$ cat src/rtl/wd_pkg.sv
package wd_pkg;

  typedef enum logic [1:0] {
    ST_PULSE   = 2'd0,
    ST_STARTUP = 2'd1,
    ST_NORMAL  = 2'd2
  } wd_state_e;

  function automatic int startup_cycles(input int routine, input int mult);
    return routine * mult;
  endfunction

  function automatic int max2(input int a, input int b);
    return (a > b) ? a : b;
  endfunction

  function automatic int cnt_bits(input int maxv);
    int w;
    w = $clog2(maxv + 1);
    return (w < 1) ? 1 : w;
  endfunction

endpackage

$ cat src/rtl/wd_sync_edge.sv
module wd_sync_edge #(
  parameter int STAGES = 2
) (
  input  logic clk_i,
  input  logic por_n_i,
  input  logic d_i,
  output logic edge_o
);
  logic [STAGES-1:0] sh_q;
  logic              prev_q;

  always_ff @(posedge clk_i or negedge por_n_i) begin
    if (!por_n_i) begin
      sh_q   <= '0;
      prev_q <= 1'b0;
    end else begin
      sh_q   <= {sh_q[STAGES-2:0], d_i};
      prev_q <= sh_q[STAGES-1];
    end
  end

  assign edge_o = sh_q[STAGES-1] ^ prev_q;
endmodule

$ cat src/rtl/wd_window_timer.sv
module wd_window_timer #(
  parameter int CW = 8
) (
  input  logic          clk_i,
  input  logic          por_n_i,
  input  logic          clr_i,
  input  logic [CW-1:0] last_i,
  output logic          done_o
);
  logic [CW-1:0] cnt_q;

  always_ff @(posedge clk_i or negedge por_n_i) begin
    if (!por_n_i)   cnt_q <= '0;
    else if (clr_i) cnt_q <= '0;
    else            cnt_q <= cnt_q + 1'b1;
  end

  assign done_o = (cnt_q == last_i);
endmodule

$ cat src/rtl/wd_ctrl_fsm.sv
module wd_ctrl_fsm
  import wd_pkg::*;
#(
  parameter int CW          = 8,
  parameter int PULSE_CYC   = 8,
  parameter int ROUTINE_CYC = 12,
  parameter int STARTUP_CYC = 48
) (
  input  logic          clk_i,
  input  logic          por_n_i,
  input  logic          man_rst_i,
  input  logic          svc_edge_i,
  input  logic          win_done_i,
  output wd_state_e     state_o,
  output logic          clr_o,
  output logic [CW-1:0] last_o,
  output logic          rst_n_o
);
  localparam logic [CW-1:0] LAST_PULSE   = CW'(PULSE_CYC - 1);
  localparam logic [CW-1:0] LAST_ROUTINE = CW'(ROUTINE_CYC - 1);
  localparam logic [CW-1:0] LAST_STARTUP = CW'(STARTUP_CYC - 1);

  wd_state_e state_q, state_d;
  logic      rst_n_q;

  always_comb begin
    state_d = state_q;
    clr_o   = 1'b0;
    if (man_rst_i) begin
      state_d = ST_PULSE;
      clr_o   = 1'b1;
    end else begin
      unique case (state_q)
        ST_PULSE: if (win_done_i) begin
          state_d = ST_STARTUP;
          clr_o   = 1'b1;
        end
        ST_STARTUP: if (svc_edge_i || win_done_i) begin
          state_d = ST_NORMAL;
          clr_o   = 1'b1;
        end
        ST_NORMAL: if (svc_edge_i) begin
          clr_o   = 1'b1;
        end else if (win_done_i) begin
          state_d = ST_PULSE;
          clr_o   = 1'b1;
        end
        default: begin
          state_d = ST_PULSE;
          clr_o   = 1'b1;
        end
      endcase
    end
  end

  always_comb begin
    unique case (state_q)
      ST_STARTUP: last_o = LAST_STARTUP;
      ST_NORMAL:  last_o = LAST_ROUTINE;
      default:    last_o = LAST_PULSE;
    endcase
  end

  always_ff @(posedge clk_i or negedge por_n_i) begin
    if (!por_n_i) begin
      state_q <= ST_PULSE;
      rst_n_q <= 1'b0;
    end else begin
      state_q <= state_d;
      rst_n_q <= (state_d != ST_PULSE);
    end
  end

  assign state_o = state_q;
  assign rst_n_o = rst_n_q;
endmodule

$ cat src/rtl/wdog_supervisor.sv
module wdog_supervisor
  import wd_pkg::*;
#(
  parameter int PULSE_CYC    = 1400,
  parameter int ROUTINE_CYC  = 16000,
  parameter int STARTUP_MULT = 16,
  parameter int SYNC_STAGES  = 2
) (
  input  logic clk_i,
  input  logic por_n_i,
  input  logic man_rst_i,
  input  logic svc_i,
  output logic rst_n_o
);
  localparam int STARTUP_CYC = startup_cycles(ROUTINE_CYC, STARTUP_MULT);
  localparam int LONGEST     = max2(PULSE_CYC, max2(ROUTINE_CYC, STARTUP_CYC));
  localparam int CW          = cnt_bits(LONGEST);

  // Named internal events, also observed by the bound checker.
  logic          svc_edge;
  logic          win_done;
  logic          win_clr;
  logic [CW-1:0] win_last;
  wd_state_e     state_q;

  wd_sync_edge #(.STAGES(SYNC_STAGES)) u_sync (
    .clk_i   (clk_i),
    .por_n_i (por_n_i),
    .d_i     (svc_i),
    .edge_o  (svc_edge)
  );

  wd_window_timer #(.CW(CW)) u_timer (
    .clk_i   (clk_i),
    .por_n_i (por_n_i),
    .clr_i   (win_clr),
    .last_i  (win_last),
    .done_o  (win_done)
  );

  wd_ctrl_fsm #(
    .CW          (CW),
    .PULSE_CYC   (PULSE_CYC),
    .ROUTINE_CYC (ROUTINE_CYC),
    .STARTUP_CYC (STARTUP_CYC)
  ) u_fsm (
    .clk_i      (clk_i),
    .por_n_i    (por_n_i),
    .man_rst_i  (man_rst_i),
    .svc_edge_i (svc_edge),
    .win_done_i (win_done),
    .state_o    (state_q),
    .clr_o      (win_clr),
    .last_o     (win_last),
    .rst_n_o    (rst_n_o)
  );
endmodule

$ cat config.mk
export PLATFORM = sky130hd
export DESIGN_NAME = wdog_supervisor
export DESIGN_NICKNAME = d
export VERILOG_FILES = /design/src/rtl/wd_pkg.sv /design/src/rtl/wd_sync_edge.sv /design/src/rtl/wd_window_timer.sv /design/src/rtl/wd_ctrl_fsm.sv /design/src/rtl/wdog_supervisor.sv
export SDC_FILE = /design/constraint.sdc
export NUM_CORES = 1
export LEC_CHECK = 0
export ABC_AREA = 1
export BUFFER_PORTS_ARGS = -buffer_cell sky130_fd_sc_hd__buf_2
export CELL_PAD_IN_SITES_DETAIL_PLACEMENT = 0
export CELL_PAD_IN_SITES_GLOBAL_PLACEMENT = 1
export CORE_UTILIZATION = 48
export DETAILED_ROUTE_END_ITERATION = 16
export PLACE_DENSITY = 0.85
export SLEW_MARGIN = 20
export SYNTH_ARGS = -nofsm -noshare
export SYNTH_HDL_FRONTEND = slang
export SYNTH_SLANG_ARGS = --single-unit
$ cat constraint.sdc
create_clock -name clk_i -period 4.21 [get_ports clk_i]
set_clock_uncertainty 0.15 [all_clocks]
set_input_delay 0.842 -clock clk_i [delete_from_list [all_inputs] [get_ports clk_i]]
set_output_delay 0.842 -clock clk_i [all_outputs]
set_load 0.1 [all_outputs]
==> impl_results.rst <==
.. list-table::
   :header-rows: 1

   * - Metric
     - Value
   * - Violation count after the first detailed-routing iteration
     - 44
   * - Syn Inst Count
     - around 200
   * - Highest fanout seen on the critical path
     - 18
   * - Peak per-stage delay on the critical path
     - 0.43 ns
   * - Internal reg-to-reg setup slack
     - 2.02 ns
   * - Diodes inserted
     - 0
   * - Critical Path, Cell by Cell
     - inv_1, ha_1, inv_2, nand2_1, nand2_1, nor2_1, nand2_1, nor2_1, nand3_1, nand3_4, nor2_1
   * - # fillers
     - about 270
   * - Detail Placement HPWL
     - ~2300 um
   * - CP Data Required Time
     - 4.26 ns
   * - Starting density of the core
     - a little over half
   * - Pin count of the biggest net entering global routing
     - 25
   * - Fraction of final layout cells sized beyond drive strength 1
     - between 10% and 20%
   * - Minimum clock period
     - 2.19 ns
   * - Nature of the critical path endpoint
     - flop
   * - Post-route ant nets
     - 0
   * - Worst hold slack after final layout
     - between 0.2 and 0.25 ns
   * - Minimum setup slack in the final design
     - just over 2 ns
   * - Wire length of the first global-routing pass
     - 5330 um
   * - Period Utilization, post-route
     - between 50% and 60%
   * - Latest clock arrival within the worst-skew pair
     - approximately 0.31 ns
   * - Status
     - finished clean
   * - Number of instances resized during post-cts repair
     - 0
   * - H-tree levels
     - 1
   * - Cell area after synthesis
     - between 1000 and 1500 sq um
   * - Number of detailed-routing iterations run before antenna repair
     - 4
   * - Top metal layer carrying routed signals
     - met4
   * - Worst hold-check path type
     - reg -> reg
   * - Pwr dens
     - between 200 and 300 nW/um^2
   * - Depth of the worst register-to-register path
     - 11
   * - Post-synthesis to final-layout area growth
     - 6.19%
   * - Sort of element at the start of the critical path
     - flop
   * - Met2 layer wire length in the routed design
     - 1340 um
   * - Area after detailed placement
     - 1510 sq um
   * - Final instance area
     - 1570 sq um
   * - Overall track demand over capacity in global routing
     - between 20% and 30%
   * - Total negative slack
     - 0 ns
   * - Syn_nets
     - a little over 200
   * - M1 wire length
     - 1480 um
   * - Upper clock frequency limit
     - 0.457 GHz
   * - Cells after DPL
     - 230
   * - CTS tree
     - yes
   * - Final Net Count
     - around 210
   * - Final wirelength
     - around 2900 um
   * - VDD IR max
     - ~300 uV
   * - Static Leak
     - around 0.73 nW
   * - Post-layout instance count excluding filler cells
     - 234
   * - Met3 wirelength from detailed routing
     - 62 um
   * - Number of max-slew violations in the final report
     - 0
   * - Area of the die
     - about 3300 sq um
   * - # Post-CTS Setup Buffers
     - 0
   * - Place WS
     - around 2.0 ns
   * - Reg clk slew, reported paths
     - approximately 0.13 ns
   * - Routability Congestion
     - ~0.9
   * - Via density per instance
     - 5.02
   * - Depth of the worst hold-timing path
     - 0
   * - Worst relative slew slack
     - 66.5%
   * - Clock tree sinks
     - 24
   * - Via count of the first global-routing pass
     - about 1,200
   * - Clock root cell
     - clkbuf_4
   * - Post-synthesis sequential area ratio
     - just over 40%
   * - Via count
     - 1,175
   * - Count of input and output buffers
     - 4
   * - Sum of overflow across all layers after global routing
     - 0
   * - RSZ-0062 raised after global routing
     - no
   * - CTS Hold Bufs
     - 0
   * - Width of the chip
     - 57.4 um
   * - Row cnt
     - 19
   * - Height of the die
     - about 57 um
   * - Transition at the pin with the smallest max-transition slack
     - a little over 0.5 ns
   * - Count of pins on the block boundary
     - 5
   * - Number of failing setup endpoints in the final timing report
     - 0
   * - TritonCTS Buffers
     - 3
   * - Final hold violation count
     - 0
   * - Slowest CP cell
     - dfrtp_1
   * - CTS max path bufs
     - 2
   * - Number of antenna violations at the first check in global routing
     - 0
   * - Critical path arrival
     - ~2.2 ns
   * - Max-cap viol count
     - 0
   * - Flops & latches, synth
     - 24
   * - Number of synthesis warnings
     - 0
   * - Critical Setup Path Class
     - reg -> reg
   * - Mean instance size in the synthesized netlist
     - 7.53 sq um
   * - Post-route DRC
     - 0
   * - Placeable Area
     - between 2000 and 3000 sq um
   * - Final routed wire length divided by cell count
     - 12.4 um
   * - Cell variety after synth
     - 22
-- sequential cells by signal, indices dropped and copies added, names as in the netlist --
signal / count
u_sync.sh_q: 2
u_timer.cnt_q: 18
u_fsm.rst_n_o: 1
u_fsm.state_o: 2
u_sync.prev_q: 1
-- metrics by stage --
step                power, W  util (%)
floorplan           0.000254         -
global placement    0.000260      53.5
detailed placement  0.000261      53.5
CTS                 0.000426      55.4
global route        0.000436      55.4
finish              0.000419      55.4
-- per-layer routing --
| layer | GRT usage, % | vias up |
|---|---|---|
| met1 | 31.4 | 537 |
| met5 | 0 | - |
| met2 | 32.2 | 13 |
| met4 | 6.27 | 0 |
| li1 | - | 623 |
| met3 | 2.04 | 2 |
-- final cells by class --
cell class	count	area, sq um	share of cell area (%)
Tap cell	31	38.8	2.48
Multi-Input combinational cell	146	761	48.6
Clock buffer	3	22.5	1.44
Clock inverter	1	30.0	1.92
Timing Repair Buffer	4	20.0	1.28
Sequential cell	24	601	38.3
Inverter	25	93.8	5.99
-- kinds of logic after synthesis --
family	synth area share [%]
compound gates	4.67
simple gates	35.5
fa+ha+maj	4.24
xor+xnor	7.13
buf+inv	7.72
flops	40.7
-- worst max-delay path, delay by kind of cell (launching register included) --
family / cells / cell delay, ns
simple gates: 8 / 0.98
buf+inv: 2 / 0.20
fa+ha+maj: 1 / 0.31
flops: 1 / 0.43
-- cell usage after synthesis --
master	n	area share, %
nor2_2	13	5.5
a21oi_1	2	0.68
dfrtp_1	24	41
nand2_2	2	0.85
a21boi_0	1	0.51
o21bai_1	1	0.51
buf_12	1	1.4
inv_1	21	5.3
o21ai_2	1	0.59
nand4_1	3	1.3
nor4_1	2	0.85
nand3_1	14	4.7
nand3_4	1	1.2
nand3b_1	1	0.51
ha_1	5	4.2
nand2_1	53	13
xor2_1	9	5.3
inv_2	4	1.0
xnor2_1	3	1.8
o21ai_1	1	0.34
nor2_1	28	7.1
o21ai_0	6	2.0
-- placed cells by master, fill, tap and decap left out, types with 2 or more instances in the layout --
cell type  count
a21oi_1        2
buf_2          4
clkbuf_4       3
dfrtp_1       24
ha_1           5
inv_1         21
inv_2          4
nand2_1       53
nand2_2        2
nand3_1       14
nand4_1        3
nor2_1        28
nor2_2        13
nor4_1         2
o21ai_0        6
xnor2_1        3
xor2_1         9
-- final timing paths --
kind	to	startpoint
worst max-delay path	u_timer.cnt_q[3]$_DFF_PN0_	u_fsm.state_o[0]$_DFF_PN0_
worst min-delay path	u_sync.sh_q[1]$_DFF_PN0_	u_sync.sh_q[0]$_DFF_PN0_
worst max register to register	u_timer.cnt_q[3]$_DFF_PN0_	u_fsm.state_o[0]$_DFF_PN0_
worst min register to register	u_sync.sh_q[1]$_DFF_PN0_	u_sync.sh_q[0]$_DFF_PN0_
max in group asynchronous	u_timer.cnt_q[13]$_DFF_PN0_	por_n_i
min in group asynchronous	u_timer.cnt_q[0]$_DFF_PN0_	por_n_i
-- where the power goes --
| part | internal [W] | switching (W) |
|---|---|---|
| Clock | 0.0000962 | 0.0000668 |
| Combinational | 0.00000548 | 0.0000127 |
| Sequential | 0.000234 | 0.00000333 |
(Power assumes the default switching activity.)
